==> src/rtl/rx_bank_seq.sv <==
module rx_bank_seq #(
  parameter int BANK_W = 4,
  parameter int DATA_W = 64
) (
  input  logic                          clk,
  input  logic                          rst_n,
  input  logic                          wr_stb,
  input  logic                          wr_ext,
  input  logic                          wr_rtr,
  input  logic [28:0]                   wr_id,
  input  logic [3:0]                    wr_dlc,
  input  logic [DATA_W-1:0]             wr_data,
  input  logic                          pop_ready,
  output logic                          pop_valid,
  output logic [$clog2(3*BANK_W)-1:0]   pop_mb,
  output logic [29:0]                   pop_idword,
  output logic [28:0]                   pop_id,
  output logic                          pop_ext,
  output logic                          pop_rtr,
  output logic [3:0]                    pop_dlc,
  output logic [DATA_W-1:0]             pop_data,
  output logic                          ovwr_pulse,
  output logic [1:0]                    cur_bank,
  output logic [3*BANK_W-1:0]           armed
);

  localparam int NMB  = 3 * BANK_W;
  localparam int MB_W = $clog2(NMB);
  localparam logic [NMB-1:0] M_B0  = {{(NMB-BANK_W){1'b0}}, {BANK_W{1'b1}}};
  localparam logic [NMB-1:0] M_B12 = ~M_B0;

  logic [NMB-1:0]    en_q, full_q, en_n, full_n;
  logic [NMB-1:0]    clr, eff_en, eff_full, avail;
  logic [1:0]        bank_q, bank_n;
  logic              ovwr_q;
  logic [29:0]       idw_q [NMB];
  logic              rtr_q [NMB];
  logic [3:0]        dlc_q [NMB];
  logic [DATA_W-1:0] dat_q [NMB];
  logic              wr_hit, pop_hit, do_pop, do_wr;
  logic [MB_W-1:0]   wt, pop_idx;
  logic [29:0]       wr_word;

  wire b0_idle = (en_q[BANK_W-1:0] == '0);
  wire b1_idle = (en_q[2*BANK_W-1:BANK_W] == '0);
  wire b2_done = (full_q[NMB-1:2*BANK_W] == '0);

  always_comb begin
    clr = '0;
    if (bank_q == 2'd1 && b1_idle) clr = M_B0;
    else if (bank_q == 2'd2 && b2_done) clr = M_B12;
  end

  assign eff_en   = en_q | clr;
  assign eff_full = full_q & ~clr;

  always_comb begin
    avail = eff_en & ~eff_full;
    avail[NMB-1] = eff_en[NMB-1];
    wr_hit = 1'b0;
    wt = '0;
    for (int i = NMB-1; i >= 0; i--)
      if (avail[i]) begin
        wr_hit = 1'b1;
        wt = MB_W'(i);
      end
  end

  always_comb begin
    pop_hit = 1'b0;
    pop_idx = '0;
    for (int i = NMB-1; i >= 0; i--)
      if (full_q[i] && i >= int'(bank_q) * BANK_W) begin
        pop_hit = 1'b1;
        pop_idx = MB_W'(i);
      end
  end

  always_comb begin
    case (bank_q)
      2'd0:    bank_n = b0_idle ? 2'd1 : 2'd0;
      2'd1:    bank_n = b1_idle ? 2'd2 : 2'd1;
      default: bank_n = b2_done ? 2'd0 : 2'd2;
    endcase
  end

  assign do_pop = pop_hit && pop_ready;
  assign do_wr  = wr_stb && wr_hit;

  always_comb begin
    en_n = eff_en;
    full_n = eff_full;
    if (do_pop) begin
      en_n[pop_idx] = 1'b0;
      full_n[pop_idx] = 1'b0;
    end
    if (do_wr) begin
      en_n[wt] = 1'b1;
      full_n[wt] = 1'b1;
    end
  end

  assign wr_word = wr_ext ? {1'b1, wr_id} : {1'b0, wr_id[10:0], 18'b0};

  always_ff @(posedge clk or negedge rst_n) begin
    if (!rst_n) begin
      en_q   <= '1;
      full_q <= '0;
      bank_q <= 2'd0;
      ovwr_q <= 1'b0;
    end else begin
      en_q   <= en_n;
      full_q <= full_n;
      bank_q <= bank_n;
      ovwr_q <= do_wr && (int'(wt) == NMB-1) && eff_full[NMB-1];
    end
  end

  always_ff @(posedge clk) begin
    if (do_wr) begin
      idw_q[wt] <= wr_word;
      rtr_q[wt] <= wr_rtr;
      dlc_q[wt] <= wr_dlc;
      dat_q[wt] <= wr_data;
    end
  end

  assign pop_valid  = pop_hit;
  assign pop_mb     = pop_idx;
  assign pop_idword = idw_q[pop_idx];
  assign pop_ext    = pop_idword[29];
  assign pop_id     = pop_ext ? pop_idword[28:0] : {18'b0, pop_idword[28:18]};
  assign pop_rtr    = rtr_q[pop_idx];
  assign pop_dlc    = dlc_q[pop_idx];
  assign pop_data   = dat_q[pop_idx];
  assign ovwr_pulse = ovwr_q;
  assign cur_bank   = bank_q;
  assign armed      = en_q;

  p_bank_legal_r4: assert property (@(posedge clk) disable iff (!rst_n)
    bank_q != 2'd3);

  p_read_disarms_r3: assert property (@(posedge clk) disable iff (!rst_n)
    (do_pop && int'(pop_idx) != NMB-1) |=> !en_q[$past(pop_idx)]);

  p_b0_advance_r4: assert property (@(posedge clk) disable iff (!rst_n)
    (bank_q == 2'd0 && en_q[BANK_W-1:0] == '0) |=> bank_q == 2'd1);

  p_b1_rearm_r5: assert property (@(posedge clk) disable iff (!rst_n)
    (bank_q == 2'd1 && en_q[2*BANK_W-1:BANK_W] == '0)
      |=> (bank_q == 2'd2 && en_q[BANK_W-1:0] == '1));

  p_b2_exit_r6: assert property (@(posedge clk) disable iff (!rst_n)
    (bank_q == 2'd2 && full_q[NMB-1:2*BANK_W] == '0)
      |=> (bank_q == 2'd0 && en_q == '1));

  p_ovwr_cause_r8: assert property (@(posedge clk) disable iff (!rst_n)
    ovwr_q |-> $past(wr_stb));

endmodule

==> config.mk <==
export PLATFORM = sky130hd
export DESIGN_NAME = rx_bank_seq
export DESIGN_NICKNAME = d
export VERILOG_FILES = /design/src/rtl/rx_bank_seq.sv
export SDC_FILE = /design/constraint.sdc
export NUM_CORES = 1
export LEC_CHECK = 0
export BUFFER_PORTS_ARGS = -buffer_cell sky130_fd_sc_hd__buf_2
export CAP_MARGIN = 40
export CORE_MARGIN = 3
export CORE_UTILIZATION = 55
export DETAILED_ROUTE_END_ITERATION = 12
export PLACE_DENSITY = 0.7
export RECOVER_POWER = 100
export SLEW_MARGIN = 20
export SYNTH_ARGS = -nofsm -noshare
export SYNTH_HDL_FRONTEND = slang
export SYNTH_SLANG_ARGS = --single-unit
==> constraint.sdc <==
create_clock -name clk -period 12.3 [get_ports clk]
set_input_delay 3.075 -clock clk [delete_from_list [all_inputs] [get_ports clk]]
set_output_delay 3.075 -clock clk [all_outputs]
set_load 0.005 [all_outputs]
==> impl_metrics.ini <==
[outcome]
status = finished, violations left
violations = capacitance limit, slew limit

[routing]
drt_iter0_drc = 3284
drc = 0
detail_route.wl_per_cell_um = 24.0
dr.pass1.iters = 7
routed_via_density = 6.08
wl_um = 127000
ant_nets = 0
vias = 32000

[yosys]
synth_most_common_cell = edfxtp_1
synth_area_leader_cell = edfxtp_1
yosys_register_bits = 1215
yosys-top-cells-count = edfxtp_1 (1,188), nand2_1 (919), nand3_1 (747)
synth_nets = 3897
synth_ff_type = edfxtp_1
synth_cell_types = 63
yosys-top-cells-area = edfxtp_1 (72%), nand3_1 (7.6%), nand2_1 (7.0%), mux2i_1 (2.0%), clkbuf_1 (1.1%)
synthArstFlopShare = 0.0222
synth-edff-count = 1188
ys_seq_area_frac = 0.736
yosysWarnings = 0
syn_area_per_cell_um2 = 13.0
synth_top_area_frac = 0.722
synth_area_mm2 = 0.0494
syn-instance-count = 3794

[worst_hold_path]
hold_end = armed[7]
hp-start = armed[7]
hp-class = flop to flop
min_delay_path_depth = 2

[critical_path]
cpPeakStageDelay_ns = 2.27
cpMostUsedCell = clkbuf_1
r2r_slack_ns = 2.34
r2r_cells = 11
path_cells = clkbuf_1, o21ai_0, nor2_4, clkbuf_1, clkbuf_1, clkbuf_1, clkbuf_1
crit_type = primary input to flop
reg2reg_from = cur_bank[1]
critPathArrivalTime_ns = 10.40
crit_required_ns = 12.53
crit_slowest_cell = clkbuf_1
r2r_end = dat_q[3][15]
crit_start = wr_stb
critPathLaunchType = primary input
crit_fanout = 33
end_kind = flop

[timing]
final-setup-viol-count = 0
rsz0062_at_grt = no
skew_ns = 0.0263
fin_setup_tns_ns = 0
fmax_mhz = 98.4
min_period_ns = 10.17
finalMaxSlewViolations = 1087
finalCritPeriodShare = 0.827
worst_pin_slew_ns = 4.03
maxSlewHeadroom = -1.69
hold_viol = 0

[cells_and_area]
drive_above_1_share = 0.0830
num-fill-cells = 6727
area_growth_pct = 12.2
regArea_mm2 = 0.0364
final_nets = 4102
multiInputGateArea_mm2 = 0.0117

[floorplan]
die_area_mm2 = 0.0934
coreArea_mm2 = 0.0886
start_util = 0.557
die_w_um = 306
fp.dieH_um = 306
io_pins = 252
rows = 109

[placed_design]
dpl.hpwl_um = 67500
portBuffers = 251
globalplace.congestion = 0.856

[cts]
cts_hold_buf = 0
cts_setup_buffers = 0
numClockSinks = 1215
clk_latency_ns = 0.69
cts_buffers = 119
htree_levels = 3
clk_pin_slew_ns = 0.06
cts.path.max_buffers = 3
clockRootBuffer = clkbuf_16
tritoncts = done
cts_resized = 0

[grt]
grt_usage = 0.266
grt.overflow.total = 0
grt_pass1_wl_um = 190000
grt_pass1_vias = 30700
grt_max_degree = 234
antenna_found_initial = 16

[run]
cap_violations = 39
worst max-delay path, delay by kind of cell:
family,cells,cell delay [ns]
buf+inv,5,6.84
compound gates,1,0.25
simple gates,1,0.14
routing by layer:
metal  routed length, um  share of wire  global-route usage  vias up
li1                    -              -                   -    14400
met1               51900           0.41               0.372    15900
met2               60300           0.48               0.424     1446
met3               10300          0.081              0.0493      272
met4                4120          0.033              0.0927       12
met5                  94        0.00074                   0        -
state kept, by name (all words and copies together), names as in the netlist:
signal and flops:
idw_q 360, ovwr_pulse 1, armed 12, dat_q 768
rtr_q 12, full_q 12, dlc_q 48, cur_bank 2
layout by cell type (no fill, tap or decap), drive strengths merged, types with 9 or more instances in the layout:
| cell | Yosys | layout |
|---|---|---|
| o2111a | 13 | 13 |
| and2 | 36 | 36 |
| dfstp | 12 | 12 |
| nand2b | 9 | 9 |
| nor3 | 39 | 39 |
| a21oi | 42 | 42 |
| nor2 | 40 | 40 |
| a211oi | 27 | 27 |
| mux2i | 101 | 101 |
| o31ai | 13 | 13 |
| clkinv | 0 | 47 |
| o21ai | 57 | 57 |
| buf | 111 | 143 |
| nor4 | 9 | 9 |
| clkbuf | 145 | 354 |
| nand3 | 747 | 747 |
| a31oi | 41 | 41 |
| mux2 | 12 | 12 |
| dfrtp | 15 | 15 |
| inv | 50 | 50 |
| o22ai | 23 | 23 |
| o221ai | 15 | 15 |
| diode | 0 | 9 |
| edfxtp | 1188 | 1188 |
| o211ai | 53 | 53 |
| a2111oi | 9 | 9 |
| nand2 | 919 | 919 |
logic make-up after synthesis:
family | Yosys count | share of synthesized area
compound gates | 335 | 0.0494
buf+inv | 306 | 0.0268
mux | 113 | 0.0232
simple gates | 1825 | 0.164
flops | 1215 | 0.736
metrics by stage:
| step | area [um2] | util | setup slack [ns] | hold slack [ns] | std cells |
|---|---|---|---|---|---|
| after detailed placement | 52300 | 0.590 | 4.32 | 0.498 | 5037 |
| final | 55400 | 0.625 | 2.13 | 0.558 | 5269 |
| after floorplan | 49400 | - | 1.13 | 0.484 | 3794 |
| after global placement | 51500 | 0.582 | 3.85 | 0.501 | 5006 |
| after CTS | 55900 | 0.631 | 3.58 | 0.509 | 5254 |
| after global routing | 55400 | 0.625 | 1.72 | 0.570 | 5264 |
how the worst max path moves through the flow:
stage                    to  slack, ns  cells after the start
4_1_cts          pop_id[12]       3.58                     14
5_1_grt        pop_data[56]       1.72                     12
2_1_floorplan  dat_q[11][0]       1.13                      4
3_5_place_dp     pop_id[12]       4.32                     14
6_report       dat_q[3][15]       2.13                      7
3_3_place_gp   pop_data[24]       3.85                     10
area by class of cell:
class,instances,area share
clock inverter,60,0.00881
multi-input combinational,2273,0.212
antenna,9,0.000407
sequential,1215,0.656
inverter,50,0.00359
clock buffer,157,0.0567
timing repair buffer,340,0.0360
tap,1165,0.0263
Power is not shown: default switching activity piles up to over one toggle a cycle in this logic, so the estimate is an artifact.
